**src/rtl/slot_router_pkg.sv**
```systemverilog
package slot_router_pkg;
  // One table lane: keep flag, three spare bits, channel number.
  typedef struct packed {
    logic       keep;
    logic [2:0] spare;
    logic [3:0] chan;
  } lane_t;

  localparam int LANE_BITS  = 8;
  localparam int WORD_LANES = 4;
  localparam int WORD_BITS  = LANE_BITS * WORD_LANES;

  function automatic logic [WORD_LANES-1:0] lanes_mask(input logic [1:0] cnt);
    case (cnt)
      2'd1:    return 4'b0001;
      2'd2:    return 4'b0011;
      2'd3:    return 4'b0111;
      default: return 4'b0000;
    endcase
  endfunction
endpackage

```
**src/rtl/route_table.sv**
```systemverilog
module route_table #(
  parameter int N_ENTRIES = 15,
  parameter int ADDR_W    = 4,
  parameter int SLOT_W    = 6,
  parameter int CH_W      = 4
) (
  input  logic                                clk,
  input  logic                                rst_n,
  input  logic                                we,
  input  logic [ADDR_W-1:0]                   waddr,
  input  logic [slot_router_pkg::WORD_BITS-1:0] wdata,
  input  logic [SLOT_W-1:0]                   lk_slot,
  output logic                                lk_keep,
  output logic [CH_W-1:0]                     lk_chan
);
  import slot_router_pkg::*;

  localparam int IDX_W = SLOT_W - 2;

  logic [WORD_BITS-1:0] mem_q [N_ENTRIES];
  logic [WORD_BITS-1:0] sel_word;
  logic [IDX_W-1:0]     lk_idx;
  logic [1:0]           lk_lane;

  assign lk_idx  = lk_slot[SLOT_W-1:2];
  assign lk_lane = lk_slot[1:0];

  for (genvar e = 0; e < N_ENTRIES; e++) begin : g_entry
    always_ff @(posedge clk) begin
      if (!rst_n)
        mem_q[e] <= '0;
      else if (we && (waddr == ADDR_W'(e)))
        mem_q[e] <= wdata;
    end
  end

  always_comb begin
    sel_word = '0;
    for (int e = 0; e < N_ENTRIES; e++)
      if (lk_idx == IDX_W'(e)) sel_word = mem_q[e];
  end

  assign lk_keep = sel_word[{lk_lane, 3'b111}];
  assign lk_chan = sel_word[{lk_lane, 3'b000} +: CH_W];
endmodule

```
**src/rtl/slot_class.sv**
```systemverilog
module slot_class #(
  parameter int N_SLOTS = 60,
  parameter int SLOT_W  = 6,
  parameter int BND_W   = 4,
  parameter int CH_W    = 4
) (
  input  logic [SLOT_W-1:0] slot,
  input  logic [BND_W-1:0]  bnd,
  input  logic              tbl_keep,
  input  logic [CH_W-1:0]   tbl_chan,
  output logic              route_ok,
  output logic [CH_W-1:0]   route_ch
);
  logic is_data;
  logic is_sync;

  assign is_data = slot < SLOT_W'(N_SLOTS);
  assign is_sync = slot < {bnd, 2'b00};

  always_comb begin
    route_ok = 1'b0;
    route_ch = '0;
    if (is_data) begin
      if (is_sync) begin
        route_ok = tbl_keep && (tbl_chan != '0);
        route_ch = tbl_chan;
      end else begin
        route_ok = 1'b1;
      end
    end
  end
endmodule

```
**src/rtl/chan_packer.sv**
```systemverilog
module chan_packer #(
  parameter int N_CHAN = 16,
  parameter int CH_W   = 4
) (
  input  logic              clk,
  input  logic              rst_n,
  input  logic              byte_we,
  input  logic [CH_W-1:0]   byte_ch,
  input  logic [7:0]        byte_data,
  input  logic              flush_take,
  output logic              word_done,
  output logic [31:0]       word_data,
  output logic [N_CHAN-1:0] pend,
  output logic [CH_W-1:0]   flush_ch,
  output logic [31:0]       flush_data,
  output logic [3:0]        flush_mask
);
  import slot_router_pkg::*;

  logic [N_CHAN-1:0][1:0]  cnt_all;
  logic [N_CHAN-1:0][23:0] acc_all;

  for (genvar c = 0; c < N_CHAN; c++) begin : g_ch
    logic [1:0]  cnt_q;
    logic [23:0] acc_q;
    logic        hit;
    logic        drop;

    assign hit  = byte_we && (byte_ch == CH_W'(c));
    assign drop = flush_take && (flush_ch == CH_W'(c));

    always_ff @(posedge clk) begin
      if (!rst_n) begin
        cnt_q <= '0;
        acc_q <= '0;
      end else if (hit) begin
        case (cnt_q)
          2'd0: acc_q[7:0]   <= byte_data;
          2'd1: acc_q[15:8]  <= byte_data;
          2'd2: acc_q[23:16] <= byte_data;
          default: acc_q     <= '0;
        endcase
        cnt_q <= cnt_q + 2'd1;
      end else if (drop) begin
        cnt_q <= '0;
        acc_q <= '0;
      end
    end

    assign cnt_all[c] = cnt_q;
    assign acc_all[c] = acc_q;
    assign pend[c]    = cnt_q != 2'd0;
  end

  assign word_done = byte_we && (cnt_all[byte_ch] == 2'd3);
  assign word_data = {byte_data, acc_all[byte_ch]};

  always_comb begin
    flush_ch = '0;
    for (int i = N_CHAN - 1; i >= 0; i--)
      if (pend[i]) flush_ch = CH_W'(i);
  end

  assign flush_data = {8'h00, acc_all[flush_ch]};
  assign flush_mask = lanes_mask(cnt_all[flush_ch]);
endmodule

```
**src/rtl/slot_router.sv**
```systemverilog
module slot_router #(
  parameter int N_CHAN  = 16,
  parameter int N_SLOTS = 60,
  parameter int N_CTRL  = 2
) (
  input  logic        clk,
  input  logic        rst_n,
  input  logic        in_valid,
  output logic        in_ready,
  input  logic        in_sof,
  input  logic [5:0]  in_slot,
  input  logic [7:0]  in_data,
  input  logic [3:0]  in_bnd,
  input  logic        tbl_we,
  input  logic [3:0]  tbl_addr,
  input  logic [31:0] tbl_wdata,
  output logic        out_valid,
  input  logic        out_ready,
  output logic [3:0]  out_chan,
  output logic [31:0] out_data,
  output logic [3:0]  out_bmask
);
  localparam int CH_W      = $clog2(N_CHAN);
  localparam int SLOT_W    = $clog2(N_SLOTS + N_CTRL);
  localparam int N_ENTRIES = N_SLOTS / slot_router_pkg::WORD_LANES;
  localparam int ADDR_W    = $clog2(N_ENTRIES);
  localparam int BND_W     = $clog2(N_ENTRIES + 1);

  logic [BND_W-1:0]  bnd_q, bnd_eff;
  logic              lk_keep;
  logic [CH_W-1:0]   lk_chan;
  logic              route_ok;
  logic [CH_W-1:0]   route_ch;
  logic              out_free, take_byte, flushing, flush_take, byte_we;
  logic              word_done;
  logic [31:0]       word_data, flush_data;
  logic [N_CHAN-1:0] pend;
  logic [CH_W-1:0]   flush_ch;
  logic [3:0]        flush_mask;

  logic              ov_q;
  logic [CH_W-1:0]   och_q;
  logic [31:0]       odat_q;
  logic [3:0]        omsk_q;

  assign out_free   = !ov_q || out_ready;
  assign flushing   = in_valid && in_sof && (|pend);
  assign in_ready   = out_free && !(in_sof && (|pend));
  assign take_byte  = in_valid && in_ready;
  assign flush_take = flushing && out_free;
  assign byte_we    = take_byte && route_ok;
  assign bnd_eff    = in_sof ? in_bnd : bnd_q;

  always_ff @(posedge clk) begin
    if (!rst_n)
      bnd_q <= '0;
    else if (take_byte && in_sof)
      bnd_q <= in_bnd;
  end

  route_table #(
    .N_ENTRIES(N_ENTRIES), .ADDR_W(ADDR_W), .SLOT_W(SLOT_W), .CH_W(CH_W)
  ) u_table (
    .clk(clk), .rst_n(rst_n),
    .we(tbl_we), .waddr(tbl_addr), .wdata(tbl_wdata),
    .lk_slot(in_slot), .lk_keep(lk_keep), .lk_chan(lk_chan)
  );

  slot_class #(
    .N_SLOTS(N_SLOTS), .SLOT_W(SLOT_W), .BND_W(BND_W), .CH_W(CH_W)
  ) u_class (
    .slot(in_slot), .bnd(bnd_eff), .tbl_keep(lk_keep), .tbl_chan(lk_chan),
    .route_ok(route_ok), .route_ch(route_ch)
  );

  chan_packer #(.N_CHAN(N_CHAN), .CH_W(CH_W)) u_pack (
    .clk(clk), .rst_n(rst_n),
    .byte_we(byte_we), .byte_ch(route_ch), .byte_data(in_data),
    .flush_take(flush_take),
    .word_done(word_done), .word_data(word_data),
    .pend(pend), .flush_ch(flush_ch), .flush_data(flush_data),
    .flush_mask(flush_mask)
  );

  always_ff @(posedge clk) begin
    if (!rst_n) begin
      ov_q   <= 1'b0;
      och_q  <= '0;
      odat_q <= '0;
      omsk_q <= '0;
    end else if (flush_take) begin
      ov_q   <= 1'b1;
      och_q  <= flush_ch;
      odat_q <= flush_data;
      omsk_q <= flush_mask;
    end else if (word_done) begin
      ov_q   <= 1'b1;
      och_q  <= route_ch;
      odat_q <= word_data;
      omsk_q <= 4'b1111;
    end else if (out_ready) begin
      ov_q   <= 1'b0;
    end
  end

  assign out_valid = ov_q;
  assign out_chan  = och_q;
  assign out_data  = odat_q;
  assign out_bmask = omsk_q;
endmodule

```
**config.mk**
```make
export PLATFORM = sky130hd
export DESIGN_NAME = slot_router
export DESIGN_NICKNAME = d
export VERILOG_FILES = /design/src/rtl/slot_router_pkg.sv /design/src/rtl/route_table.sv /design/src/rtl/slot_class.sv /design/src/rtl/chan_packer.sv /design/src/rtl/slot_router.sv
export SDC_FILE = /design/constraint.sdc
export NUM_CORES = 2
export LEC_CHECK = 0
export ABC_AREA = 1
export BUFFER_PORTS_ARGS = -buffer_cell sky130_fd_sc_hd__buf_4
export CAP_MARGIN = 20
export CORE_MARGIN = 3
export CORE_UTILIZATION = 30
export DETAILED_ROUTE_END_ITERATION = 8
export GPL_TIMING_DRIVEN = 1
export REMOVE_ABC_BUFFERS = 1
export SLEW_MARGIN = 20
export SYNTH_ARGS = -nofsm -noshare
export SYNTH_HDL_FRONTEND = slang
export SYNTH_HIERARCHICAL = 1
export SYNTH_SLANG_ARGS = --single-unit
```
**constraint.sdc**
```tcl
create_clock -name clk -period 5.24 [get_ports clk]
set_input_delay 1.048 -clock clk [delete_from_list [all_inputs] [get_ports clk]]
set_output_delay 1.048 -clock clk [all_outputs]
set_load 0.03 [all_outputs]
```
### Word-level counts from Yosys, hierarchy flattened

Memory sizes are Yosys's and may differ from the RTL's.
Index checks and enable logic that the tools add are counted.

| word-level totals | value |
|---|---|
| flip-flop bits (word level) | 461 |
| memory bits (writable) | 480 |
| input port bits | 60 |
| word-level logic and storage cells | 693 |
| memories kept | 1 |

| operators by class | value |
|---|---|
| add/sub/neg operators | 16 |
| order comparisons | 5 |
| equality and inequality tests | 142 |
| shift-type cells | 1 |
| mux-type cells | 229 |
| bitwise operators | 16 |
| reductions and logical operators | 213 |

Memories:

| name | words | width | rd ports | clocked after Yosys merged registers in | wr ports | line | source |
|---|---|---|---|---|---|---|---|
| u_table.mem_q | 15 | 32 | 15 | 0 | 15 | route_table.sv:20 | `logic [WORD_BITS-1:0] mem_q [N_ENTRIES];` |

Operator list:

| operator | number |
|---|---|
| $mux W32 | 30 |
| $mux W24 | 36 |
| $pmux W8 S2 | 48 |
| $bmux W24 S4 | 2 |
| $eq A4 B4 Y1 const B | 30 |
| $reduce_or A2 Y1 | 49 |
| $ne A2 B2 Y1 const B | 48 |
| $reduce_and A2 Y1 | 48 |
| $mux W4 | 23 |
| $mux W2 | 34 |
| $reduce_bool A2 Y1 | 33 |
| $eq A4 B3 Y1 const B | 16 |
| $logic_and A1 B1 Y1 | 57 |
| $mux W1 | 52 |
| $eq A2 B2 Y1 const B | 19 |
| $eq A2 B1 Y1 const B | 17 |
| $add A2 B1 Y2 const B | 16 |
| $eq A4 B2 Y1 const B | 8 |
| $logic_not A2 Y1 | 16 |
| $shiftx A32 B6 Y4 | 1 |
| $bmux W2 S4 | 2 |
| $eq A4 B1 Y1 const B | 4 |
| $logic_not A4 Y1 | 4 |
| $reduce_or A16 Y1 | 1 |
| 12 further kinds | 28 |

### Longest topological paths before layout

| depth | value |
|---|---|
| depth after elaboration | 25 |
| mapped depth | 36 |
| depth with buffers taken out | 34 |

### Hierarchy

Netlist, hierarchy kept.

By module, submodules not included:

| module | instances | cells each | area each (µm²) |
|---|---|---|---|
| chan_packer | 1 | 3550 | 23462.5 |
| route_table | 1 | 1397 | 13676.9 |
| slot_router | 1 | 408 | 2692.6 |
| slot_class | 1 | 32 | 156.4 |

### Worst setup path before layout

No wires, ideal clock.

| path | value |
|---|---|
| path kind | input-to-reg |
| start point | input port in_slot[3] |
| end point | register och_q[0], in the netlist out_chan[0] |
| arrival | 4.367 ns |
| path slack | 0.803 ns |
| stages on the path | 30 |
| path through | nor2_1 inv_1 nor2_1 clkbuf_1 nand2_1 nand4_1 nand2_1 nand4_1 nor2_1 nand3_1 nand2_1 nand2_1 nand2_1 nand2_1 nand2_1 nor2_1 inv_1 nand2_1 clkbuf_1 clkbuf_1 inv_1 o21ai_0 nand4_1 nand2_1 a41oi_1 buf_2 inv_2 clkbuf_1 nand3_1 a21oi_1 |

| on the way | value |
|---|---|
| cells in the longest elaborated chain, start to end | 24 |

Ends and longest elaborated chain:

| item | line | source |
|---|---|---|
| start, declared | slot_router.sv:11 | `input logic [5:0] in_slot,` |
| $logic_not A4 Y1 | route_table.sv:40 | `if (lk_idx == IDX_W'(e)) sel_word = mem_q[e];` |
| $mux W32 (14 in a row) | route_table.sv:40 |  |
| $mux W32 * | route_table.sv:40 |  |
| $shiftx A32 B6 Y4 * | route_table.sv:44 | `assign lk_chan = sel_word[{lk_lane, 3'b000} +: CH_W];` |
| named net lk_chan[3] | slot_router.sv:31 | `logic [CH_W-1:0] lk_chan;` |
| $mux W4 * | slot_class.sv:24 | `if (is_sync) begin` |
| $mux W4 * | slot_class.sv:23 | `if (is_data) begin` |
| named net route_ch[3] | slot_router.sv:33 | `logic [CH_W-1:0] route_ch;` |
| $bmux W2 S4 * | chan_packer.sv:55 | `assign word_done = byte_we && (cnt_all[byte_ch] == 2'd3);` |
| $mux W2 (not written as such) * | chan_packer.sv:55 |  |
| $eq A2 B2 Y1 * | chan_packer.sv:55 |  |
| $logic_and A1 B1 Y1 * | chan_packer.sv:55 |  |
| named net word_done | slot_router.sv:35 | `logic word_done;` |
| $reduce_bool A2 Y1 (no source line) * | - |  |
| end signal, assigned | slot_router.sv:93 | `och_q <= flush_ch;` |
| end signal, assigned | slot_router.sv:98 | `och_q <= route_ch;` |
| end, declared | slot_router.sv:42 | `logic [CH_W-1:0] och_q;` |

The timed path passes the listed nets; every way through them passes the cells marked *. The select of a mux whose other input is x is not followed.
A chain may end at the register's enable or synchronous reset.

### Final worst setup path

| path | value |
|---|---|
| start point | register u_pack.g_ch[0].cnt_q[1] |
| end point | output port in_ready |

| on the way | value |
|---|---|
| cells in the longest elaborated chain, start to end | 5 |

Ends and longest elaborated chain:

| item | line | source |
|---|---|---|
| start, declared | chan_packer.sv:24 | `logic [1:0] cnt_q;` |
| start signal, assigned | chan_packer.sv:43 | `cnt_q <= cnt_q + 2'd1;` |
| $reduce_bool A2 Y1 | chan_packer.sv:52 | `assign pend[c] = cnt_q != 2'd0;` |
| named net pend[0] | slot_router.sv:37 | `logic [N_CHAN-1:0] pend;` |
| $reduce_or A16 Y1 | slot_router.sv:48 | `assign in_ready = out_free && !(in_sof && (\|pend));` |
| $logic_and A1 B1 Y1 | slot_router.sv:48 |  |
| $logic_not A1 Y1 | slot_router.sv:48 |  |
| $logic_and A1 B1 Y1 | slot_router.sv:48 |  |
| end, declared | slot_router.sv:9 | `output logic in_ready,` |

The timed path passes the listed nets, and every way through them passes these cells.

==> summary.md <==
| Metric | Value |
|---|---|
| Status | complete, no violations |
| RSZ-0062 raised after global routing | false |
| Largest net degree at the start of global routing | roughly 130 |
| Yosys cell types | 50 |
| Max-cap viol count | 0 |
| Hpwl dp | between 100 and 150 mm |
| Drc violations | 0 |
| Layout Nets | 5577 |
| Max Slew Vio Count | 0 |
| Die W | around 370 um |
| CP Data Required Time | between 4000 and 5000 ps |
| Grt met1 use | 0.2964 |
| Row count | 133 |
| CTS tree | built |
| Fin crit period | between 4000 and 5000 ps |
| Vias in the first global route | roughly 36000 |
| Crit. End Element | primary output |
| Share of layout cells above drive strength 1 | 0.1116 |
| Initial core utilization | 0.3030 |
| Post-layout util | 0.3529 |
| Slowest-stage cell, CP | ha_1 |
| CTS root buf | clkbuf_16 |
| Type of origin of the critical path | flip-flop |
| Kind of critical path | flip-flop to primary output |
| Mapped Area | roughly 40000 um2 |
| Post-CTS Resized | 0 |
| Post-synth top cells | 1307 x nand2_1, 684 x nor2_1, 493 x inv_1 |
| Hold WS | about 480 ps |
| I/O Pins | 102 |
| CTS Sinks | 761 |
| Total Power | 14.78 mW |
| Yosys top cell by area | dfxtp_1 |
| Post-synth EDFFs | 300 |
| Vias | between 30000 and 40000 |
| Avg Inst Size Synth | roughly 7.4 um2 |
| First-pass GRT wire length | 227.0 mm |
| Routability cong. | 0.9753 |
| Final wirelength | around 150 mm |
| Post-Synthesis Cells | 5387 |
| Critical path cell sequence | inv_1 > ha_1 > clkinv_1 > nor2_1 > nand2_1 > nor2_1 > nand2_2 > buf_4 > a21oi_1 > buf_4 |
| Clock buffer depth | 3 |
| # setup viols final | 0 |
| Post-synth top flop | dfxtp_1 |
| Area growth, synth to finish | 16.45% |
| Gr usage total | 0.2151 |
| Layout Skew | 51.43 ps |
| CP Max Fanout | 37 |
| Initial drt markers | about 4500 |
| Power per cell area | roughly 320 nW/um2 |
| CTS H-tree lvls | 3 |
| Share of the synthesized area in the top cell type | 0.2308 |
| Hold Buf Count CTS | 0 |
| Via-per-instance ratio | approximately 5.3 |
| Ys async rst share | 0 |
| Final hold viol count | 0 |
| Slew margin rel. | 0.2367 |
| Slowest stage delay, CP | around 640 ps |
| Met3 Usage GRT | 0.03589 |
| Number of I/O port buffers | 89 |
| Post-CTS setup buffer count | 0 |
| Ranking of synthesized cells by area | dfxtp_1 23%, edfxtp_1 23%, nand2_1 12% |
| P_leak | roughly 18 nW |
| Synth warn | 6 |
| Die boundary height | between 300 and 400 um |
| Gr ovfl total | 0 |
| Worst slew pin tran | ~1100 ps |
| Skew-Pair Late Insertion Delay | 710 ps |
| Gr busiest metal | met2 |
| Yosys reg bits | around 760 |
| Core area | roughly 130000 um2 |
| Inserted Clock Buffers | 90 |
| Final period util | 0.9511 |
| Fmax | about 200 MHz |
| Hold Path Class | flip-flop to flip-flop |
| Maximum vdd drop | 0.0002559 V |
| Detail Route Antenna Nets | 0 |
| Worst-path clk slew | 60 ps |
| Arr. time, crit path | 3940 ps |
| TritonRoute pass-1 iters | 6 |
| WL/cell | roughly 21 um |
| Total Die Area | between 100000 and 150000 um2 |
| Most frequent cell after synthesis | nand2_1 |
| Initial antenna violation count | 4 |
| Met2 Track Usage GR | 0.3338 |
| Post-synthesis sequential area ratio | 0.4561 |
[worst max-delay path, delay by kind of cell, from the launching register on]
family / cells / cell delay (ps)
AND/OR/NAND/NOR: 4 / 870
AO/OA/AOI/OAI: 1 / 220
flip-flops: 1 / 320
buffers and inverters: 4 / 1150
adder cells (fa/ha/maj): 1 / 640
[routing by layer]
| metal | vias up | wire length, um |
|---|---|---|
| li1 | 18050 | - |
| met1 | 18370 | 64610 |
| met2 | 1866 | 67500 |
| met3 | 338 | 13810 |
| met4 | 2 | 6241 |
| met5 | - | 13 |
[final cells by class]
cell class	count	area, um2
diodes	1	2.502
repair buffers	317	2816
flip-flops and latches	761	18240
fillers	13780	85400
clock buffers	117	2525
multi-input cells	3765	18280
clock inverters	46	503.0
inverters	531	2002
well taps	1755	2196
[cell usage in the layout (no fill, tap or decap), types with 51 or more instances in the layout]
cell type,count
a21oi_1,342
a22oi_1,129
buf_4,281
clkbuf_16,91
dfxtp_1,461
edfxtp_1,300
ha_1,51
inv_1,491
nand2_1,1306
nand3_1,315
nand3b_1,79
nand4_1,132
nor2_1,682
o21ai_0,357
o22ai_1,133
[path summary, 6_finish.rpt]
kind | start | endpoint | slack (ps) | depth (start not counted)
setup / recovery | u_pack/g_ch[0].cnt_q[1] | in_ready | 260 | 10
hold / removal | out_data[9] | out_data[9] | 480 | 2
setup reg to reg | u_pack/g_ch[0].cnt_q[1] | u_pack/g_ch[10].acc_q[5] | 540 | 18
hold reg to reg | out_data[9] | out_data[9] | 480 | 2
[kinds of logic after synthesis]
logic type / Yosys count / share of synthesized area
simple gates: 2667 / 0.2920
fa+ha+maj: 51 / 0.01596
flops: 761 / 0.4561
other cells: 1 / 0.00009378
compound gates: 1038 / 0.1464
buf+inv: 869 / 0.08952
[power breakdown]
group / switching (mW) / leakage, nW / internal [mW]
logic: 1.46 / 10.1 / 0.481
clock network: 2.69 / 1.48 / 3.72
registers: 0.0812 / 6.59 / 6.35
total: 4.23 / 18.2 / 10.5
[flip-flops by register name, summed over array words and instances, names as in the netlist]
name	flops
bnd_q	4
out_bmask	4
out_chan	4
out_data	32
out_valid	1
u_pack/g_ch.acc_q	384
u_pack/g_ch.cnt_q	32
u_table/mem_q	300
[metrics by stage]
stage	setup slack [ps]	area, um2	std cells	setup TNS [ps]
after floorplan	-4747	38440	5057	-715570
after global placement	-41.98	43500	7128	-270.8
after detailed placement	-60.43	43500	7128	-424.1
after CTS	234.6	46530	7291	0
after global routing	106.2	46560	7292	0
final	256.3	46570	7293	0
Power figures use the tool's default switching activity.
